$ cat config.mk
export PLATFORM = sky130hd
export DESIGN_NAME = trig_readout_seq
export DESIGN_NICKNAME = d
export VERILOG_FILES = /design/src/rtl/trig_readout_seq.sv
export SDC_FILE = /design/constraint.sdc
export NUM_CORES = 1
export LEC_CHECK = 0
export CORE_ASPECT_RATIO = 0.9
export CORE_MARGIN = 4
export CORE_UTILIZATION = 45
export CTS_CLUSTER_SIZE = 12
export DETAILED_ROUTE_END_ITERATION = 8
export GPL_TIMING_DRIVEN = 0
export HOLD_SLACK_MARGIN = 0.1
export PLACE_DENSITY = 0.78
export SLEW_MARGIN = 5
export SYNTH_ARGS = -nofsm -noshare
export SYNTH_HDL_FRONTEND = slang
export SYNTH_SLANG_ARGS = --single-unit
$ cat constraint.sdc
create_clock -name clk -period 3.6 [get_ports clk]
set_input_delay 0.72 -clock clk [delete_from_list [all_inputs] [get_ports clk]]
set_output_delay 0.72 -clock clk [all_outputs]
set_load 0.01 [all_outputs]
$ cat src/rtl/trig_readout_seq.sv
module trig_readout_seq #(
  parameter int NCH   = 64,
  parameter int ADC_W = 12
) (
  input  logic                         clk,
  input  logic                         rst_n,
  input  logic                         trig_pps,
  input  logic                         trig_ext,
  input  logic                         trig_fe,
  input  logic                         trig_int,
  input  logic [13-$clog2(NCH)-1:0]    cyc_num,
  output logic                         cyc_incr,
  output logic [2:0]                   ts_req,
  input  logic                         ts_ack,
  input  logic [12:0]                  ts_val,
  output logic                         adc_hold,
  output logic                         adc_req,
  input  logic                         adc_done,
  output logic [$clog2(NCH)-1:0]       adc_sel,
  input  logic [ADC_W-1:0]             adc_data,
  input  logic [ADC_W-1:0]             zs_thr,
  output logic                         fifo_wr,
  output logic [15:0]                  fifo_din,
  input  logic                         fifo_full
);
  localparam int CW = $clog2(NCH);
  localparam int PW = 13;

  typedef enum logic [2:0] {S_WAIT, S_TSREQ, S_TSWR, S_CONV, S_SCAN, S_ADCWR, S_EOE} st_t;

  st_t              st;
  logic [1:0]       src;
  logic [PW-1:0]    ts_q;
  logic [CW-1:0]    chan;
  logic [ADC_W-1:0] samp_q;

  logic above, last, want_wr;

  assign above    = adc_data > zs_thr;
  assign last     = chan == CW'(NCH - 1);
  assign want_wr  = (st == S_TSWR) || (st == S_ADCWR) || (st == S_EOE) || (st == S_SCAN && above);
  assign fifo_wr  = want_wr && !fifo_full;
  assign adc_sel  = chan;
  assign adc_req  = st == S_CONV;
  assign adc_hold = (st == S_CONV) || (st == S_SCAN) || (st == S_ADCWR);
  assign ts_req   = (st != S_TSREQ) ? 3'b000 :
                    (src == 2'd0)   ? 3'b001 :
                    (src == 2'd1)   ? 3'b010 : 3'b100;

  always_comb begin
    case (st)
      S_TSWR:  fifo_din = {3'b001, ts_q};
      S_SCAN:  fifo_din = {3'b010, chan, cyc_num};
      S_ADCWR: fifo_din = {3'b011, {(PW-ADC_W){1'b0}}, samp_q};
      S_EOE:   fifo_din = {3'b111, 11'b0, src};
      default: fifo_din = 16'h0000;
    endcase
  end

  always_ff @(posedge clk) begin
    if (!rst_n) begin
      st       <= S_WAIT;
      src      <= 2'd0;
      ts_q     <= '0;
      chan     <= '0;
      samp_q   <= '0;
      cyc_incr <= 1'b0;
    end else begin
      cyc_incr <= 1'b0;
      case (st)
        S_WAIT: if (trig_pps || trig_ext || trig_fe || trig_int) begin
          src      <= trig_pps ? 2'd0 : trig_ext ? 2'd1 : trig_fe ? 2'd2 : 2'd3;
          cyc_incr <= trig_pps;
          st       <= S_TSREQ;
        end
        S_TSREQ: if (ts_ack) begin
          ts_q <= ts_val;
          st   <= S_TSWR;
        end
        S_TSWR: if (!fifo_full) st <= S_CONV;
        S_CONV: if (adc_done) begin
          chan <= '0;
          st   <= S_SCAN;
        end
        S_SCAN:
          if (above) begin
            if (!fifo_full) begin
              samp_q <= adc_data;
              st     <= S_ADCWR;
            end
          end else if (last) st <= S_EOE;
          else chan <= chan + 1'b1;
        S_ADCWR: if (!fifo_full) begin
          if (last) st <= S_EOE;
          else begin
            chan <= chan + 1'b1;
            st   <= S_SCAN;
          end
        end
        S_EOE: if (!fifo_full) st <= S_WAIT;
        default: st <= S_WAIT;
      endcase
    end
  end
endmodule

==> key figures, run 1 <==
Status
  • Result of the run: complete, no violations

Detailed routing
  • WL/cell: ~14 microns
  • ANT nets after route: 0
  • Number of vias in the routed layout: between 2000 and 2500
  • Number of DRC violations after detailed routing: 0
  • DRT Pass-1 Iters: 4
  • Final Routed Wirelength: 6390 microns
  • DRC marker count from the first detailed-route iteration: between 100 and 150
  • Routed via count divided by cell count: approximately 5.3

Timing
  • Time the worst path needs with I/O delays and setup: ~3.5 ns
  • Setup violations, final: 0
  • Unrepaired setup endpoints after global routing: no
  • Normalized max-slew margin: between 50% and 60%
  • Period utilisation layout: a little over nine tenths
  • Worst setup skew after layout: ~0.0047 ns
  • Final Max Slew Viols: 0
  • Peak clock frequency supported by timing: slightly below 0.3 GHz
  • Hold violation total from the final report: 0
  • Worst-Margin Slew: around 0.66 ns

Critical path
  • Slack of the worst reg-to-reg path: between 1.5 and 2 ns
  • Critical Path Start Type: primary input
  • Beginning of the worst register-to-register path: st[2]
  • Worst Setup Path Type: primary input to output pin
  • Kind of end point of the critical path: output pin
  • Number of cells on the worst reg-to-reg path: 7
  • CP max FO: 3
  • Data required time of the worst path: about 2.9 ns
  • CP arrival: ~2.7 ns
  • Critical register-to-register path endpoint: st[1]

Final layout
  • Final cell utilization of the core: 67.8%
  • Post-layout net count: approximately 440
  • Commonest non-fill, non-tap cells in the layout: sky130_fd_sc_hd__clkdlybuf4s50_1 (80), sky130_fd_sc_hd__nand2_1 (45), sky130_fd_sc_hd__dfxtp_1 (37), sky130_fd_sc_hd__a21oi_1 (28), sky130_fd_sc_hd__mux2i_1 (26)
  • Most common cell after layout, fill and taps aside: sky130_fd_sc_hd__clkdlybuf4s50_1
  • Layout Area Growth over Synthesis: 43.7%
  • Count of antenna diodes in the layout: 0
  • Filler Cells Inserted: ~440
  • Layout cell share with drive strength beyond 1: a little under a tenth

Place
  • Routability congestion estimate from global placement: 0.839
  • HPWL reported at the end of detailed placement: roughly 5100 microns
  • Port Buffers: between 80 and 90

Synthesis
  • Net count after synthesis: about 350
  • Gate Count Post-Synth: approximately 290
  • Synth area leaders: sky130_fd_sc_hd__dfxtp_1 (32%), sky130_fd_sc_hd__mux2i_1 (11%), sky130_fd_sc_hd__nand2_1 (7.3%)
  • Post-synthesis cell type with the largest combined area: sky130_fd_sc_hd__dfxtp_1
  • Area of the mapped netlist: 2320 sq um
  • Unique cell type count in the Yosys netlist: just over 50
  • Count of state elements after synthesis: 37
  • Area share of the leading cell type in the synthesized netlist: between 30% and 40%
  • Proportion of synthesized chip area in sequential cells: 31.9%
  • Number of warning messages in the yosys log: 0
  • Average size of a mapped cell: between 8 and 9 sq um

Pwr
  • Static leakage: ~1.3 nW
  • Cell area power density: roughly 470 nW/um^2
  • Highest ir drop seen on vdd: ~240 uV
  • Overall power of the completed layout: ~1.6 mW

Global routing
  • Total grt overflow: 0
  • Number of global-route vias before repair: 2300
  • Number of antenna violations at the first check in global routing: 0
  • First-pass GRT wire length: ~11000 microns
  • Maximum number of pins on one net before global-route repair: 11
  • Combined global-route utilization of all metal layers: around 20%

Clock tree
  • CTS clk-pin slew, worst paths: about 0.070 ns
  • Clock tree from TritonCTS: built
  • Root Driver: sky130_fd_sc_hd__clkbuf_8
  • Number of levels in the clock H-tree: 2
  • Maximum number of buffers from clock root to sink: 2
  • Count of hold-fix buffers inserted at cts: 0
  • CTS sink count: 37
  • TritonCTS buffer count: 5
  • Clock latency reported for the late side of the worst-skew pair: roughly 0.29 ns

Worst hold path
  • Start point of the worst min-delay path: ts_q[7]
  • Hold-critical path endpoint: ts_q[7]
  • Count of cells along the worst hold path: 2
  • Hold/Removal Path Class: register to register

Die
  • Overall die height: roughly 76 microns
  • Placeable core area: roughly 4900 sq um
  • Overall die area: between 6000 and 7000 sq um
  • Initial core utilization: 47.2%
  • I/O pins: between 80 and 90
  • Site Rows: 24
  • Horiz. Die Dim: ~84 microns

Flow run
  • Max_cap viols: 0
[what timing repair did]
item / in CTS / in global routing
setup buffers: 2 / 3
gates cloned: 0 / 0
gates resized for setup: 6 / 2
pin swaps: 3 / 3
endpoints found under the setup margin: 1 / 1
[layer usage]
| layer | wire, microns | track usage (%) | vias up |
|---|---|---|---|
| met5 | 0 | 0 | - |
| met4 | 40 | 5.14 | 0 |
| met3 | 452 | 5.41 | 5 |
| met2 | 3090 | 33.4 | 66 |
| met1 | 2810 | 25.7 | 1063 |
| li1 | - | - | 1193 |
[logic make-up after synthesis]
family | Yosys count | share of synthesized area [%]
AOI/OAI and AO/OA | 72 | 21.5
xor gates and xnor gates | 1 | 0.377
adders and majority gates | 13 | 7.00
buffers and inverters | 35 | 6.36
DFF | 37 | 31.9
muxes | 26 | 11.2
and+or+nand+nor | 101 | 21.7
[worst max path at each step]
stage,start,to,slack [ns],depth (start not counted)
after floorplan,zs_thr[1],fifo_wr,0.59,8
after global placement,zs_thr[5],fifo_wr,-0.57,11
after detailed placement,zs_thr[5],fifo_wr,-0.60,11
after CTS,zs_thr[11],fifo_wr,0.01,9
after global routing,zs_thr[10],fifo_wr,0.05,10
final,zs_thr[7],fifo_wr,0.14,11
[worst max-delay path, cell delays in order]
cell and delay, ns:
sky130_fd_sc_hd__clkdlybuf4s50_1 0.45, sky130_fd_sc_hd__inv_1 0.04, sky130_fd_sc_hd__ha_1 0.31, sky130_fd_sc_hd__nand4_1 0.15, sky130_fd_sc_hd__buf_4 0.18, sky130_fd_sc_hd__nor3_4 0.21, sky130_fd_sc_hd__nand2b_4 0.19, sky130_fd_sc_hd__a311oi_4 0.06
sky130_fd_sc_hd__buf_8 0.15, sky130_fd_sc_hd__a21o_2 0.18, sky130_fd_sc_hd__clkbuf_2 0.12
[synthesized netlist by cell type (all sizes together)]
cell,count
a21oi,29
or2b,1
nand3,6
a22o,2
a211oi,1
a311o,1
o21ai,17
or4,4
dfxtp,37
a31oi,1
nor3,4
nand4,5
and3b,1
o22ai,3
xnor2,1
a31o,2
o211ai,1
a311oi,3
inv,20
clkbuf,9
a211o,2
nor2b,4
a221oi,1
or2,3
and2,2
a21boi,1
o221a,1
buf,6
nor3b,1
ha,13
or3,1
o31ai,4
mux2i,26
nor2,17
nand2,45
nand2b,3
nor4,2
a21o,3
and3,2
[power breakdown]
| part | leakage [nW] | total [mW] | switching, mW | internal (mW) |
|---|---|---|---|---|
| logic | 0.926 | 0.798 | 0.423 | 0.376 |
| registers | 0.300 | 0.513 | 0.0473 | 0.466 |
| clock network | 0.0399 | 0.271 | 0.144 | 0.127 |
| total | 1.27 | 1.58 | 0.614 | 0.969 |
[registers in the layout, indices dropped and copies added, names as in the netlist]
register,cells
ts_q,13
samp_q,12
adc_sel,6
st,3
src,2
cyc_incr,1
[per-stage QoR]
step | cell area (sq um) | setup TNS [ns] | cells | worst slack, ns | hold WS, ns
after floorplan | 2320 | 0 | 285 | 0.586 | 0.437
after global placement | 3210 | -0.574 | 431 | -0.574 | 0.443
after detailed placement | 3210 | -0.601 | 431 | -0.601 | 0.447
after CTS | 3320 | 0 | 438 | 0.0110 | 0.457
after global routing | 3340 | 0 | 441 | 0.0500 | 0.475
final | 3340 | 0 | 441 | 0.135 | 0.457
[area by class of cell]
cell class / instances / area (sq um) / share of cell area, %
multi-input combinational: 213 / 1460 / 43.6
buffer: 14 / 67.6 / 2.02
clock buffer: 5 / 68.8 / 2.06
inverter: 20 / 75.1 / 2.25
timing repair buffer: 86 / 843 / 25.3
sequential: 37 / 741 / 22.2
clock inverter: 1 / 5.00 / 0.150
tap: 65 / 81.3 / 2.44
Note: power is estimated with default switching activity, not from simulation.
==> inputs of run 2 (changes only) <==
--- a/config.mk
+++ b/config.mk
@@ -12,7 +12,7 @@
 export DETAILED_ROUTE_END_ITERATION = 8
 export GPL_TIMING_DRIVEN = 0
 export HOLD_SLACK_MARGIN = 0.1
-export PLACE_DENSITY = 0.78
+export PLACE_DENSITY = 0.83
 export SLEW_MARGIN = 5
 export SYNTH_ARGS = -nofsm -noshare
 export SYNTH_HDL_FRONTEND = slang
==> key figures, run 2 (synthesis gave the netlist of run 1 again) <==
Clock tree
  • Count of hold-fix buffers inserted at cts: 0 (unchanged)
  • Clock tree from TritonCTS: built (unchanged)
  • Root Driver: sky130_fd_sc_hd__clkbuf_8 (unchanged)
  • Maximum number of buffers from clock root to sink: 2 (unchanged)
  • Clock latency reported for the late side of the worst-skew pair: 0.29 ns (about the same)
  • Number of levels in the clock H-tree: 2 (unchanged)
  • TritonCTS buffer count: 5 (unchanged)
  • CTS clk-pin slew, worst paths: 0.06 ns (was 0.07 ns)
  • CTS sink count: 37 (unchanged)

Final layout
  • Count of antenna diodes in the layout: 0 (unchanged)
  • Register with the highest flop count: ts_q (unchanged)
  • Layout cell share with drive strength beyond 1: 10.6% (was 9.04%)
  • Flip-flop count of the largest register after layout: 13 (unchanged)
  • Layout Area Growth over Synthesis: 45.9% (was 43.7%)
  • Most common cell after layout, fill and taps aside: sky130_fd_sc_hd__clkdlybuf4s50_1 (unchanged)
  • Post-layout net count: 446 (was 443)
  • Sequential standard cell area: 741 sq um (unchanged)
  • Filler Cells Inserted: 407 (was 438)
  • Combined area of the multi-input logic cells: 1480 sq um (was 1460 sq um)
  • Commonest non-fill, non-tap cells in the layout: sky130_fd_sc_hd__clkdlybuf4s50_1 (80), sky130_fd_sc_hd__nand2_1 (45), sky130_fd_sc_hd__dfxtp_1 (37), sky130_fd_sc_hd__a21oi_1 (28), sky130_fd_sc_hd__mux2i_1 (26) (unchanged)

Die
  • Horiz. Die Dim: 83.7 microns (unchanged)
  • Site Rows: 24 (unchanged)
  • Overall die area: 6380 sq um (unchanged)
  • I/O pins: 82 (unchanged)
  • Overall die height: 76.2 microns (unchanged)
  • Initial core utilization: 47.2% (unchanged)
  • Placeable core area: 4920 sq um (unchanged)

Detailed routing
  • WL/cell: 14.7 microns (was 14.5 microns)
  • Final Routed Wirelength: 6510 microns (was 6390 microns)
  • Number of DRC violations after detailed routing: 0 (unchanged)
  • Number of vias in the routed layout: 2398 (was 2327)
  • ANT nets after route: 0 (unchanged)
  • Routed via count divided by cell count: 5.40 (was 5.28)
  • DRT Pass-1 Iters: 5 (was 4)
  • DRC marker count from the first detailed-route iteration: 170 (was 121)

Timing
  • Peak clock frequency supported by timing: 0.284 GHz (was 0.289 GHz)
  • Final Max Slew Viols: 0 (unchanged)
  • Unrepaired setup endpoints after global routing: no (unchanged)
  • Hold violation total from the final report: 0 (unchanged)
  • Period utilisation layout: 97.8% (was 96.2%)
  • Normalized max-slew margin: 56.9% (was 55.8%)
  • Worst setup skew after layout: 0.00234 ns (was 0.00465 ns)
  • Final sum of negative setup slack: 0 ns (unchanged)
  • Worst-Margin Slew: 0.647 ns (was 0.662 ns)
  • Time the worst path needs with I/O delays and setup: 3.52 ns (was 3.46 ns)
  • Worst path setup slack after routing: 0.0779 ns (was 0.135 ns)
  • Setup violations, final: 0 (unchanged)

Critical path
  • Biggest cell delay along the critical path: 0.50 ns (was 0.45 ns)
  • Total number of cells along the worst setup path: 10 (was 11)
  • CP max FO: 3 (unchanged)
  • Data required time of the worst path: 2.88 ns (about the same)
  • Kind of cell with the highest combined delay on the critical path: buffers and inverters (unchanged)
  • Buf/Inv on CP: 4 (was 5)
  • Number of cells on the worst reg-to-reg path: 8 (was 7)
  • Worst Setup Path Type: primary input to output pin (unchanged)
  • Kind of end point of the critical path: output pin (unchanged)
  • Critical Path Start Type: primary input (unchanged)
  • CP arrival: 2.80 ns (was 2.74 ns)
  • Slowest stage cell, crit path: sky130_fd_sc_hd__clkdlybuf4s50_1 (unchanged)
  • Cells traversed along the worst timing path: clkdlybuf4s50_1, ha_4, nand4_1, buf_4, nor3_4, nand2b_4, a311oi_4, buf_8, a21o_2, buf_2 (was clkdlybuf4s50_1, inv_1, ha_1, nand4_1, buf_4, nor3_4, nand2b_4, a311oi_4, buf_8, a21o_2, clkbuf_2)

Place
  • Routability congestion estimate from global placement: 0.859 (was 0.839)
  • HPWL reported at the end of detailed placement: 5030 microns (was 5090 microns)
  • Port Buffers: 81 (unchanged)
  • Worst slack after detailed placement: -0.634 ns (was -0.601 ns)

Global routing
  • Total grt overflow: 0 (unchanged)
  • Combined global-route utilization of all metal layers: 19.4% (was 20.1%)
  • Number of global-route vias before repair: 2223 (was 2300)
  • Number of antenna violations at the first check in global routing: 0 (unchanged)
  • First-pass GRT wire length: 10200 microns (was 10700 microns)
  • Maximum number of pins on one net before global-route repair: 11 (unchanged)

Pwr
  • Overall power of the completed layout: 1.59 mW (was 1.58 mW)
  • Cell area power density: 469 nW/um^2 (was 474 nW/um^2)
  • Static leakage: 1.28 nW (was 1.27 nW)
  • Clock power share: 16.7% (was 17.1%)
  • Internal power consumption: 0.981 mW (was 0.969 mW)
  • Switching component of the power: 0.610 mW (was 0.614 mW)
  • Comb pwr share: 51.1% (was 50.4%)
  • Part of the power in registers: 32.3% (was 32.4%)
  • Switching power share of the total: 38.3% (was 38.8%)
  • Highest ir drop seen on vdd: 293 uV (was 241 uV)

Flow run
  • Max_cap viols: 0 (unchanged)

Worst hold path
  • Count of cells along the worst hold path: 2 (unchanged)
  • Hold/Removal Path Class: register to register (unchanged)

Status
  • Result of the run: complete, no violations (unchanged)
[run 2: changes by cell type in the layout (fill, tap and decap cells not counted), sizes merged]
cell	change
buf	+4
clkbuf	-1
[run 2: metrics by stage]
stage	utilization, %	area [sq um]	std cells	hold WS, ns
floorplan	-	2320	285	0.437
global placement	65.3	3210	431	0.443
detailed placement	65.3	3210	431	0.448
CTS	67.3	3320	438	0.458
global route	68.8	3390	444	0.476
finish	68.8	3390	444	0.460
[run 2: final cells by class]
type / count / share of cell area (%)
Buffer: 14 / 1.99
Clock buffer: 5 / 2.03
Clock inverter: 1 / 0.148
Inverter: 20 / 2.22
Multi-Input combinational cell: 213 / 43.8
Sequential cell: 37 / 21.9
Tap cell: 65 / 2.40
Timing Repair Buffer: 89 / 25.6
[run 2: path summary, 6_finish.rpt]
check	slack, ns	start	endpoint
worst max-delay path	0.08	adc_data[7]	fifo_wr
worst min register to register	0.46	ts_q[5]	ts_q[5]
worst min-delay path	0.46	ts_q[5]	ts_q[5]
worst max register to register	1.49	st[2]	st[1]
[run 2: what timing repair did]
action | 4_1_cts | 5_1_grt
pin swaps | 2 | 4
buffers inserted | 2 | 6
gates resized for setup | 7 | 5
endpoints found under the setup margin | 1 | 1
[run 2: worst reg2reg max path: cells and delay by family, from the launching register on]
family,cells,cell delay (ns)
buffers and inverters,2,0.27
AOI/OAI and AO/OA,3,0.79
and+or+nand+nor,3,0.52
DFF,1,0.43
[run 2: power groups by stage]
| stage | logic [mW] | clock network (mW) | registers [mW] |
|---|---|---|---|
| after CTS | 0.788 | 0.269 | 0.513 |
| final | 0.812 | 0.265 | 0.513 |
| after detailed placement | 0.778 | 0 | 0.522 |
| after global routing | 0.889 | 0.287 | 0.523 |
| after floorplan | 0.495 | 0 | 0.512 |
| after global placement | 0.767 | 0 | 0.520 |
[run 2: layer usage]
layer  global-route usage [%]  part of all wire (%)
met3                     5.30                   6.9
met2                     31.1                    48
met4                     5.47                   1.9
met5                        0                     0
met1                     25.5                    44
